### src/rtl/sdr_pkg.sv
package sdr_pkg;
    typedef enum logic [2:0] {
        ST_IDLE,
        ST_WAIT_HIGH,
        ST_GAP,
        ST_DRIVE_LOW,
        ST_DRIVE_HIGH,
        ST_RELEASE
    } sdr_state_e;
endpackage

### src/rtl/sdr_line_sync.sv
module sdr_line_sync #(
    parameter int STAGES = 2
) (
    input  logic clk,
    input  logic rst_n,
    input  logic din,
    output logic dout
);
    logic [STAGES-1:0] sh;

    generate
        if (STAGES == 1) begin : g_one
            always_ff @(posedge clk or negedge rst_n) begin
                if (!rst_n) sh <= '1;
                else        sh <= din;
            end
        end else begin : g_chain
            always_ff @(posedge clk or negedge rst_n) begin
                if (!rst_n) sh <= '1;
                else        sh <= {sh[STAGES-2:0], din};
            end
        end
    endgenerate

    assign dout = sh[STAGES-1];
endmodule

### src/rtl/sdr_low_meter.sv
module sdr_low_meter #(
    parameter int THRESH = 64
) (
    input  logic clk,
    input  logic rst_n,
    input  logic en,
    input  logic tick,
    input  logic line_s,
    output logic long_low
);
    localparam int CW = $clog2(THRESH + 1);
    localparam logic [CW-1:0] LIM = CW'(THRESH);

    logic [CW-1:0] cnt;

    always_ff @(posedge clk or negedge rst_n) begin
        if (!rst_n)                  cnt <= '0;
        else if (!en || line_s)      cnt <= '0;
        else if (tick && cnt != LIM) cnt <= cnt + 1'b1;
    end

    assign long_low = (cnt == LIM);

    // the count saturates at the limit and never wraps
    p_meter_sat_r9: assert property (@(posedge clk) disable iff (!rst_n)
        cnt <= LIM);
    // a high line always clears the count on the next clock
    p_meter_clear_r9: assert property (@(posedge clk) disable iff (!rst_n)
        line_s |=> (cnt == '0));
endmodule

### src/rtl/sdr_tick_timer.sv
module sdr_tick_timer #(
    parameter int W = 8
) (
    input  logic         clk,
    input  logic         rst_n,
    input  logic         tick,
    input  logic         load,
    input  logic [W-1:0] load_val,
    output logic         expire
);
    logic [W-1:0] cnt;

    always_ff @(posedge clk or negedge rst_n) begin
        if (!rst_n)                cnt <= '0;
        else if (load)             cnt <= load_val;
        else if (tick && cnt != 0) cnt <= cnt - 1'b1;
    end

    assign expire = tick && (cnt == {{(W-1){1'b0}}, 1'b1});

    // an interval is never loaded with zero
    p_load_nonzero_r6: assert property (@(posedge clk) disable iff (!rst_n)
        load |-> (load_val != '0));
endmodule

### src/rtl/sdr_sync_responder.sv
module sdr_sync_responder
    import sdr_pkg::*;
#(
    parameter int SYNC_MIN_TICKS = 64,
    parameter int GAP_TICKS      = 16,
    parameter int LOW_TICKS      = 128,
    parameter int SYNC_STAGES    = 2
) (
    input  logic clk,
    input  logic rst_n,
    input  logic bit_tick,
    input  logic line_in,
    input  logic ack_pend,
    output logic line_oe,
    output logic line_out,
    output logic rx_flush,
    output logic ack_abort,
    output logic reply_done
);
    localparam int TMAX  = (GAP_TICKS > LOW_TICKS) ? GAP_TICKS : LOW_TICKS;
    localparam int TMR_W = $clog2(TMAX + 1);
    localparam logic [TMR_W-1:0] GAP_V = TMR_W'(GAP_TICKS);
    localparam logic [TMR_W-1:0] LOW_V = TMR_W'(LOW_TICKS);

    sdr_state_e       state, state_nx;
    logic             line_s;
    logic             long_low;
    logic             tmr_load;
    logic [TMR_W-1:0] tmr_val;
    logic             tmr_expire;

    sdr_line_sync #(.STAGES(SYNC_STAGES)) u_sync (
        .clk  (clk),
        .rst_n(rst_n),
        .din  (line_in),
        .dout (line_s)
    );

    sdr_low_meter #(.THRESH(SYNC_MIN_TICKS)) u_meter (
        .clk     (clk),
        .rst_n   (rst_n),
        .en      (state == ST_IDLE),
        .tick    (bit_tick),
        .line_s  (line_s),
        .long_low(long_low)
    );

    sdr_tick_timer #(.W(TMR_W)) u_timer (
        .clk     (clk),
        .rst_n   (rst_n),
        .tick    (bit_tick),
        .load    (tmr_load),
        .load_val(tmr_val),
        .expire  (tmr_expire)
    );

    // state register
    always_ff @(posedge clk or negedge rst_n) begin
        if (!rst_n) state <= ST_IDLE;
        else        state <= state_nx;
    end

    // transitions and interval loads
    always_comb begin
        state_nx = state;
        tmr_load = 1'b0;
        tmr_val  = GAP_V;
        unique case (state)
            ST_IDLE: begin
                if (long_low) state_nx = ST_WAIT_HIGH;          // detect
            end
            ST_WAIT_HIGH: begin
                if (bit_tick && line_s) begin                   // line_up
                    state_nx = ST_GAP;
                    tmr_load = 1'b1;
                    tmr_val  = GAP_V;
                end
            end
            ST_GAP: begin
                if (tmr_expire) begin                           // gap_done
                    state_nx = ST_DRIVE_LOW;
                    tmr_load = 1'b1;
                    tmr_val  = LOW_V;
                end
            end
            ST_DRIVE_LOW: begin
                if (tmr_expire) state_nx = ST_DRIVE_HIGH;       // low_done
            end
            ST_DRIVE_HIGH: begin
                if (bit_tick) state_nx = ST_RELEASE;            // high_done
            end
            ST_RELEASE: begin
                state_nx = ST_IDLE;                             // finish
            end
            default: state_nx = ST_IDLE;
        endcase
    end

    // outputs
    always_comb begin
        line_oe    = (state == ST_DRIVE_LOW) || (state == ST_DRIVE_HIGH);
        line_out   = (state == ST_DRIVE_HIGH);
        reply_done = (state == ST_RELEASE);
        rx_flush   = (state == ST_IDLE) && long_low;
        ack_abort  = rx_flush && ack_pend;
    end

    // the flush is a single-clock pulse
    p_flush_pulse_r3: assert property (@(posedge clk) disable iff (!rst_n)
        rx_flush |=> !rx_flush);
    // a cancel only comes with a flush and a pending acknowledge
    p_abort_qual_r8: assert property (@(posedge clk) disable iff (!rst_n)
        ack_abort |-> (ack_pend && rx_flush));
    // the drive opens low, and only while the line reads high
    p_drive_opens_low_r5: assert property (@(posedge clk) disable iff (!rst_n)
        $rose(line_oe) |-> (!line_out && $past(line_s)));
    // the pin is released only from the high speedup drive
    p_release_from_high_r7: assert property (@(posedge clk) disable iff (!rst_n)
        $fell(line_oe) |-> $past(line_out));
    // the high drive ends at the tick that closes it
    p_high_one_tick_r7: assert property (@(posedge clk) disable iff (!rst_n)
        (line_oe && line_out && bit_tick) |=> !line_oe);
    // done follows the high drive immediately
    p_done_after_high_r7: assert property (@(posedge clk) disable iff (!rst_n)
        reply_done |-> (!line_oe && $past(line_oe && line_out)));
    // drive level is never high without the enable
    p_out_needs_oe_r1: assert property (@(posedge clk) disable iff (!rst_n)
        line_out |-> line_oe);
endmodule

### config.mk
export PLATFORM = sky130hd
export DESIGN_NAME = sdr_sync_responder
export DESIGN_NICKNAME = d
export VERILOG_FILES = /design/src/rtl/sdr_pkg.sv /design/src/rtl/sdr_line_sync.sv /design/src/rtl/sdr_low_meter.sv /design/src/rtl/sdr_tick_timer.sv /design/src/rtl/sdr_sync_responder.sv
export SDC_FILE = /design/constraint.sdc
export NUM_CORES = 1
export LEC_CHECK = 0
export BUFFER_PORTS_ARGS = -buffer_cell sky130_fd_sc_hd__buf_4
export CAP_MARGIN = 0
export CORE_MARGIN = 5
export CORE_UTILIZATION = 60
export DETAILED_ROUTE_END_ITERATION = 12
export PLACE_DENSITY = 0.8
export SETUP_SLACK_MARGIN = 0.4
export SYNTH_ARGS = -nofsm -noshare
export SYNTH_HDL_FRONTEND = slang
export SYNTH_SLANG_ARGS = --single-unit
### constraint.sdc
create_clock -name clk -period 3.8 [get_ports clk]
set_input_delay 0.38 -clock clk [delete_from_list [all_inputs] [get_ports clk]]
set_output_delay 0.38 -clock clk [all_outputs]
set_load 0.05 [all_outputs]
== Word level (Yosys, flattened, before mapping) ==
Index checks and enable logic that the tools add are counted.
Storage, ports and cells
  word-level logic and storage cells: 48
  flip-flop bits (word level): 20
  output and inout bits: 5
  input bits: 5
Cells by class
  add/sub/neg operators: 2
  mux-type cells: 15
  reduce and logical (&&, ||, !) cells: 14
  eq/ne operators: 13
Operator list (count)
  $mux W8: 4
  $mux W3: 5
  $pmux W3 S5: 1
  $mux W7: 2
  $ne A2 B2 Y1 const B: 5
  $eq A8 B1 Y1 const B: 1
  $reduce_bool A8 Y1: 1
  $sub A8 B1 Y8 const B: 1
  $add A7 B1 Y7 const B: 1
  $eq A7 B7 Y1 const B: 1
  $ne A7 B7 Y1 const B: 1
  $eq A3 B2 Y1 const B: 2
  $eq A3 B3 Y1 const B: 2
  $logic_and A1 B1 Y1: 6
  $reduce_and A5 Y1: 1
  $reduce_bool A2 Y1: 2
  $eq A3 B1 Y1 const B: 1
  $logic_not A3 Y1: 1
  $logic_or A1 B1 Y1: 2
  $mux W1: 2
  $pmux W1 S2: 1
  $logic_not A1 Y1: 1

== Depth between registers and ports, before layout ==
Gate-level depths: netlist (run 1).
  depth in word-level cells: 5
  depth in mapped cells: 6
  depth with buffers taken out: 6

== Hierarchy ==
From an unflattened synthesis (run 1), not the netlist that was laid out.
Unflattened totals
  cells, all modules: 141
  area, all modules: 1303.8 sq um
Modules (own cells, without submodules)
  sdr_tick_timer: times used 1, seq. area each 200.2 sq um, area an instance 590.6 sq um, cells an instance 66
  sdr_low_meter: times used 1, seq. area each 175.2 sq um, area an instance 397.9 sq um, cells an instance 42
  sdr_sync_responder: times used 1, seq. area each 75.1 sq um, area an instance 262.8 sq um, cells an instance 31
  sdr_line_sync: times used 1, seq. area each 52.6 sq um, area an instance 52.6 sq um, cells an instance 2

== Worst setup path before layout (run 1) ==
OpenSTA, ideal clock, no wires.
  path kind: flip-flop to output port
  start: register u_meter.cnt[0]
  end: output ack_abort
  path buffers: 0
  path slack: 1645 ps
  data required time: 3420 ps
  data arrival time: 1775 ps
  cell stages (with the launch flop): 6
  path through: dfrtp_1 inv_1 ha_1 nand2_1 and4b_1 and2_1
Between the ends
  cells in the longest elaborated chain, start to end: 3
Ends and longest elaborated chain
  from (decl): RTL line sdr_low_meter.sv:14  | logic [CW-1:0] cnt;
  from (signal assigned): RTL line sdr_low_meter.sv:19  | else if (tick && cnt != LIM) cnt <= cnt + 1'b1;
  $eq A7 B7 Y1: RTL line sdr_low_meter.sv:22  | assign long_low = (cnt == LIM);
  $logic_and A1 B1 Y1: RTL line sdr_sync_responder.sv:104  | rx_flush = (state == ST_IDLE) && long_low;
  named net rx_flush: RTL line sdr_sync_responder.sv:16  | output logic rx_flush,
  $logic_and A1 B1 Y1: RTL line sdr_sync_responder.sv:105  | ack_abort = rx_flush && ack_pend;
  to (decl): RTL line sdr_sync_responder.sv:17  | output logic ack_abort,
The timed path passes the listed nets, and every way through them passes these cells.

== Worst setup path in the final report (run 1) ==
  start: register u_meter.cnt[4]
  end: output ack_abort
Between the ends
  cells in the longest elaborated chain, start to end: 3
Ends and longest elaborated chain (RTL line)
  $eq A7 B7 Y1: sdr_low_meter.sv:22
  $logic_and A1 B1 Y1: sdr_sync_responder.sv:104
  $logic_and A1 B1 Y1: sdr_sync_responder.sv:105
No other way between the ends.

==> results of run 1 <==
## metrics by stage
stage / hold slack [ns] / total power [W] / setup slack (ns) / instances / area, um^2
floorplan: 0.0844 / 0.000535 / 1.64 / 115 / 1130
global placement: 0.269 / 0.000585 / 2.05 / 146 / 1220
detailed placement: 0.271 / 0.000593 / 2.04 / 146 / 1220
CTS: 0.170 / 0.000722 / 1.69 / 151 / 1270
global route: 0.157 / 0.000773 / 1.61 / 151 / 1270
finish: 0.180 / 0.000713 / 1.71 / 151 / 1270
## logic make-up after synthesis
logic type | after synthesis | synth area share [%]
AND/OR/NAND/NOR | 50 | 25.6
flip-flops | 20 | 44.4
AO/OA/AOI/OAI | 19 | 13.1
buffers and inverters | 11 | 3.65
XOR/XNOR | 9 | 6.96
adder cells (fa/ha/maj) | 4 | 4.42
multiplexers | 2 | 1.77
## state kept, by name, summed over array words and instances (netlist names)
signal / cells
u_sync.sh: 2
u_meter.cnt: 7
u_timer.cnt: 8
state: 3
## where the power goes
group | leakage, nW | total [W] | internal (W) | switching (W)
Sequential | 0.256 | 0.000346 | 0.000267 | 0.0000789
Combinational | 0.286 | 0.000246 | 0.000115 | 0.000131
Clock | 0.0210 | 0.000121 | 0.0000584 | 0.0000631
## layout make-up
type | instances | share of cell area [%]
multi-input cells | 84 | 46.4
repair buffers | 10 | 6.13
well taps | 25 | 2.47
inverters | 8 | 2.37
clock buffers | 4 | 2.87
flip-flops and latches | 20 | 39.7
## path summary, 6_finish.rpt
kind	from	endpoint
setup / recovery	u_meter.cnt[4]	ack_abort
hold / removal	line_in	u_sync.sh[0]
setup reg to reg	u_timer.cnt[0]	u_timer.cnt[1]
hold reg to reg	u_sync.sh[0]	u_sync.sh[1]
max in group asynchronous	rst_n	u_sync.sh[1]
min in group asynchronous	rst_n	state[2]
## worst max-delay path: stages, from the launching register on
cell and delay, ns:
dfrtp_1 0.44, nor4_1 0.40, and4b_1 0.26, and2_1 0.13
buf_4 0.19
## synthesized netlist by cell type, types with 2 or more instances
| library cell | count |
|---|---|
| dfrtp_1 | 18 |
| nor2_1 | 15 |
| nand2_1 | 9 |
| inv_1 | 8 |
| xor2_1 | 5 |
| ha_1 | 4 |
| nand4_1 | 4 |
| nor3b_1 | 4 |
| xnor2_1 | 4 |
| a211oi_1 | 3 |
| clkbuf_1 | 3 |
| nor2b_1 | 3 |
| o21ai_1 | 3 |
| a21oi_1 | 2 |
| a31o_2 | 2 |
| a31oi_1 | 2 |
| and3_1 | 2 |
| dfstp_2 | 2 |
| mux2i_1 | 2 |
| o31ai_1 | 2 |
| or2_2 | 2 |
| or4_1 | 2 |
## per-layer routing
layer | vias up | global-route usage (%)
li1 | 426 | -
met1 | 411 | 24.1
met2 | 20 | 33.3
met5 | - | 0
met4 | 0 | 7.23
met3 | 2 | 4.51
## timing repair
item,in CTS,in global routing
hold buffers,1,0
hold endpoints to repair,18,0
setup buffers,0,0
==> results.md, run 1 <==
- Synth top area cells: dfrtp_1 (40%), nor2_1 (5.0%), dfstp_2 (4.6%)
- Highest-count cells in the layout ignoring fill and taps: dfrtp_1 (18), nor2_1 (15), nand2_1 (9), buf_4 (9), inv_1 (8)
- Post-DP HPWL: 1.61 mm
- Final wirelength: 2.20 mm
- CP Capture Type: output pin
- Max Used Layer: met4
- Slew margin rel.: 67.5%
- CTS Buf Count: 3
- Via count: 859
- R2r setup slk: 2.03 ns
- Peak supply drop: 0.000371 V
- Io pins: 10
- Maxcap violations: 0
- EDFF count, synth: 0
- Fin. max-slew vios: 0
- Starting DRT DRC Count: 25
- Flops & latches, synth: 20
- Leak: 0.564 nW
- Footprint of the multi-input gates: 588 um^2
- Yosys top cell by area: dfrtp_1
- WHS Path Cells: 1
- DRC: 0
- DR vias/cell: 5.69
- WL met3: 65 um
- Clock skew: 0.00162 ns
- Initial antenna violation count: 0
- H-Tree Depth: 1
- Root buf cell: clkbuf_4
- Crit path DAT: 1.71 ns
- R2R cell count: 6
- DIE HEIGHT: 53.4 um
- Register Area: 503 um^2
- CP Launch Type: flip-flop
- Max Buffers Root-to-Sink: 2
- Starting Density: 64.2%
- Setup TNS: 0 ns
- WL met2: 1.12 mm
- Crit share post-route: 55.0%
- TritonCTS clock tree: built
- Die area: 2860 um^2
- Mapped Cells: 115
- Setup violators final: 0
- Final hold vios: 0
- Grt total ovfl: 0
- F_max: 0.478 GHz
- Post-Syn Area: 1130 um^2
- CTS Sinks: 20
- Wire length per cell: 14.5 um
- WL met1: 981 um
- Worst Max-Slew Pin Slew: 0.483 ns
- Top cell type's share of synthesized area: 39.8%
- Core Region: 1760 um^2
- PwrDens: 563 nW/um^2
- PostCTS Resize Cnt: 0
- Largest net degree at the start of global routing: 21
- Synth Warn #: 0
- # rows: 15
- Tmin final: 2.09 ns
- Status: complete, no violations
- Total track usage: 19.7%
- Yosys cell types: 36
- Critical Path Fanout Max: 5
- Vias in the first global route: 886
- Fraction of layout cells with a size suffix above 1: 18.3%
- Synth async-reset ratio: 100%
- Setup CP Type: reg -> out
- Most common cell after layout, fill and taps aside: dfrtp_1
- Most used DFF post-synth: dfrtp_1
- Detail Route Antenna Nets: 0
- Clk_lat worst skew: 0.29 ns
- Avg Inst Size Synth: 9.85 um^2
- Pre-antenna DRT Iters: 5
- Clock slew at reported path FFs: 0.11 ns
- Fill cells: 143
- # nets final: 136
- Ant. Diodes: 0
- Area delta synth->final: 11.8%
- Post-synthesis sequential area ratio: 44.4%
- Die Span X: 53.4 um
- IO buf count: 9
- Worst Path Required: 3.42 ns
- RSZ-0062 raised after global routing: false
- GP Congestion: 0.841
- First-pass GRT wire length: 4.00 mm
- Hold WC Path Type: in -> reg
- Final core utilization: 71.8%
- Synthesized net count: 124
(Power assumes the default switching activity.)
==> run 2: changes to the inputs <==
--- a/config.mk
+++ b/config.mk
@@ -5,12 +5,13 @@
 export SDC_FILE = /design/constraint.sdc
 export NUM_CORES = 1
 export LEC_CHECK = 0
+export ABC_AREA = 1
 export BUFFER_PORTS_ARGS = -buffer_cell sky130_fd_sc_hd__buf_4
 export CAP_MARGIN = 0
 export CORE_MARGIN = 5
-export CORE_UTILIZATION = 60
+export CORE_UTILIZATION = 53
 export DETAILED_ROUTE_END_ITERATION = 12
-export PLACE_DENSITY = 0.8
+export PLACE_DENSITY = 0.75
 export SETUP_SLACK_MARGIN = 0.4
 export SYNTH_ARGS = -nofsm -noshare
 export SYNTH_HDL_FRONTEND = slang
==> constraint.sdc (replaced) <==
create_clock -name clk -period 1.8 [get_ports clk]
set_input_delay 0.18 -clock clk [delete_from_list [all_inputs] [get_ports clk]]
set_output_delay 0.18 -clock clk [all_outputs]
set_load 0.05 [all_outputs]
==> run 2 against run 1 <==
Net effect:
- clock-buffer cell count stayed put
- synthesized cell count is 51% higher
- sequential cell count stayed put
- global-route usage is 0.97 points lower
- sequential share of layout area is 12 points lower
- critical endpoint unchanged
==> results.md, run 2 <==
- Fill cells: 138 (-3.5%)
- Mapped Cells: 174 (+51%)
- Place WS: 0.264 ns (-1.78 ns)
- Max Buffers Root-to-Sink: 2 (unchanged)
- Post-Syn Area: 1280 um^2 (+13%)
- Synth top area cells: dfrtp_1 (35%), nand2_1 (11%), inv_1 (6.5%)
- Core Region: 2250 um^2 (+28%)
- Crit path buffers/inverters: 2 (+1)
- Status: complete, no violations
- CP Capture Type: output pin
- RR Endpoint: state[0]
- Slowest-stage cell, CP: dfrtp_1
- # nets final: 217 (+60%)
- Post-route design area: 1830 um^2 (+44%)
- CTS Sinks: 20 (unchanged)
- CTS Buf Count: 3 (unchanged)
- Post-layout power: 0.00276 W (+290%)
- Avg Inst Size Synth: 7.34 um^2 (-25%)
- First-pass GRT wire length: 5.09 mm (+27%)
- Top cell type's share of synthesized area: 35.3% (-4.5 points)
- RSZ-0062 raised after global routing: true
- Setup violators final: 0 (unchanged)
- Largest reg by FF count: u_timer.cnt
- Worst Path Required: 1.62 ns (-1.80 ns)
- Synth async-reset ratio: 100% (unchanged)
- DRC: 0 (unchanged)
- Register Area: 508 um^2 (+1.0%)
- Pre-antenna DRT Iters: 4 (-1)
- Clock skew: 0.00209 ns (+0.000472 ns)
- Die area: 3490 um^2 (+22%)
- Most used DFF post-synth: dfrtp_1
- Largest net degree at the start of global routing: 21 (unchanged)
- Fraction of layout cells with a size suffix above 1: 45.4% (+27 points)
- Final WS setup: 0.0494 ns (-1.66 ns)
- Total track usage: 18.7% (-0.97 points)
- Clock slew at reported path FFs: 0.12 ns (about the same)
- IO buf count: 9 (unchanged)
- R2r setup slk: 0.24 ns (-1.79 ns)
- Post-DP HPWL: 2.01 mm (+25%)
- Flops & latches, synth: 20 (unchanged)
- Hold WC Path Type: in -> async
- Via count: 1,384 (+61%)
- Top delay family on crit path: flip-flops
- R2R cell count: 12 (+6)
- Synthesized net count: 183 (+48%)
- EDFF count, synth: 0 (unchanged)
- GP Congestion: 0.887 (+5.4%)
- Initial antenna violation count: 0 (unchanged)
- DIE HEIGHT: 59.1 um (+11%)
- Critical Path Fanout Max: 4 (-1)
- Peak supply drop: 0.00136 V (+270%)
- PwrDens: 1510 nW/um^2 (+170%)
- Cells along the critical path: inv_2 -> ha_4 -> nand4_1 -> nor3b_2 -> buf_6
- Wire length per cell: 16.5 um (+13%)
- Grt total ovfl: 0 (unchanged)
- Area post-placement: 1400 um^2 (+14%)
- Starting Density: 56.7% (-7.5 points)
- Yosys top cell by area: dfrtp_1
- Commonest cells post-synth: nand2_1 (38), inv_1 (22), nor2_1 (20), dfrtp_1 (18), nand3_1 (16)
- Root buf cell: clkbuf_4
- Count leader, synth: nand2_1
- Fin. max-slew vios: 0 (unchanged)
- Setup CP Type: reg -> out
- Vias in the first global route: 1,238 (+40%)
- Leak: 0.858 nW (+52%)
- Fin cells: 235 (+56%)
- Post-synthesis sequential area ratio: 39.4% (-5.0 points)
- Io pins: 10 (unchanged)
- Detail Route Antenna Nets: 0 (unchanged)
- Final hold vios: 0 (unchanged)
- Highest-count cells in the layout ignoring fill and taps: nand2_1 (30), buf_4 (18), nor2_1 (14), inv_1 (14), dfrtp_1 (14)
- # rows: 17 (+2)
- Reg-to-Reg Start: state[1]
- Worst Max-Slew Pin Slew: 0.352 ns (-0.131 ns)
- H-Tree Depth: 1 (unchanged)
- Slew margin rel.: 76.4% (+8.8 points)
- Crit share post-route: 97.3%
- Max reg flops: 8 (unchanged)
- Starting DRT DRC Count: 97 (+290%)
- Ant. Diodes: 0 (unchanged)
- F_max: 0.571 GHz
- TritonCTS clock tree: built
- DR vias/cell: 5.89 (+3.5%)
- Tmin final: 1.75 ns
- Crit path DAT: 1.57 ns (-0.14 ns)
- Synth Warn #: 0 (unchanged)
- CP Launch Type: flip-flop
- Final wirelength: 3.87 mm (+76%)
- Placed cell count: 211 (+45%)
- Maxcap violations: 0 (unchanged)
- Yosys cell types: 25 (-31%)
- Clk_lat worst skew: 0.31 ns (+0.02 ns)
- Most common cell after layout, fill and taps aside: nand2_1
- Largest regs: u_timer.cnt (8), u_meter.cnt (7), state (3)
- Max incr delay on CP: 0.43 ns (about the same)
- Footprint of the multi-input gates: 876 um^2 (+49%)
- Die Span X: 59.1 um (+11%)
- Area delta synth->final: 43.1%
-- run 2: cell types whose count changed after synthesis, sizes merged, moves of 3 or more --
| cell | previous run | this run |
|---|---|---|
| o21ai | 4 | 15 |
| nor2b | 3 | 0 |
| clkbuf | 3 | 0 |
| nand3 | 1 | 19 |
| a211oi | 3 | 0 |
| nand4 | 4 | 7 |
| nor3 | 0 | 4 |
| xnor2 | 4 | 1 |
| inv | 8 | 29 |
| xor2 | 5 | 1 |
| nor2 | 15 | 25 |
| nor3b | 4 | 1 |
| a21oi | 2 | 7 |
| nand2 | 9 | 40 |
-- run 2: worst max path at each step --
stage	slack (ns)	endpoint	startpoint	cells past startpoint
final	0.05	ack_abort	u_meter.cnt[0]	5
after global routing	-0.04	ack_abort	u_meter.cnt[1]	5
after CTS	0.08	ack_abort	u_meter.cnt[1]	5
after detailed placement	0.26	u_meter.cnt[2]	u_meter.cnt[0]	7
after global placement	0.33	u_meter.cnt[2]	u_meter.cnt[0]	7
after floorplan	0.14	ack_abort	u_meter.cnt[0]	4
-- run 2: where the power goes --
group / internal, W / leakage (nW) / switching [W]
Sequential: 0.000585 / 0.247 / 0.000161
Clock: 0.000124 / 0.0210 / 0.000150
Combinational: 0.000697 / 0.589 / 0.00105
-- run 2: metal layers --
metal  track usage [%]  wire [um]  up-vias
met5                 0          0        -
met4              9.71        162        0
met3              2.40        228       27
met2              33.1       1960       74
met1              21.8       1530      655
li1                  -          -      628
-- run 2: cells by family after synthesis --
| family | Yosys count | synth area share, % |
|---|---|---|
| XOR/XNOR | 2 | 1.37 |
| adder cells (fa/ha/maj) | 4 | 3.92 |
| AO/OA/AOI/OAI | 22 | 9.79 |
| flip-flops | 20 | 39.4 |
| buffers and inverters | 29 | 8.52 |
| AND/OR/NAND/NOR | 97 | 37.0 |
-- run 2: final cells by class --
cell class / instances / area share [%]
tap: 28 / 1.92
sequential: 20 / 27.8
clock buffer: 4 / 1.98
multi-input combinational: 125 / 47.9
timing repair buffer: 29 / 14.0
inverter: 29 / 6.37
-- run 2: timing repair --
action / in CTS / in global routing
pin swaps: 9 / 21
buffers inserted: 9 / 9
hold endpoints to repair: 21 / 0
setup endpoints to repair: 22 / 23
gates resized for setup: 21 / 45
hold buffers: 2 / 0
cloned: 0 / 0
-- run 2: worst reg2reg max path: stages (launching register included) --
cell and delay, ns:
dfrtp_2 0.45, buf_6 0.12, buf_6 0.10, buf_6 0.13, inv_6 0.06, nand3_4 0.07, buf_4 0.15, nand2_2 0.06
nand2_2 0.06, nand2_2 0.08, nor2_2 0.04, nand2_1 0.06, nand2_1 0.06
-- run 2: metrics by stage --
stage | TNS (ns) | hold WS (ns) | util [%]
after floorplan | 0 | -0.116 | -
after global placement | 0 | 0.0744 | 61.9
after global routing | -0.0420 | 0.289 | 81.1
final | 0 | 0.268 | 81.1
after detailed placement | 0 | 0.0771 | 61.9
after CTS | 0 | 0.257 | 70.2
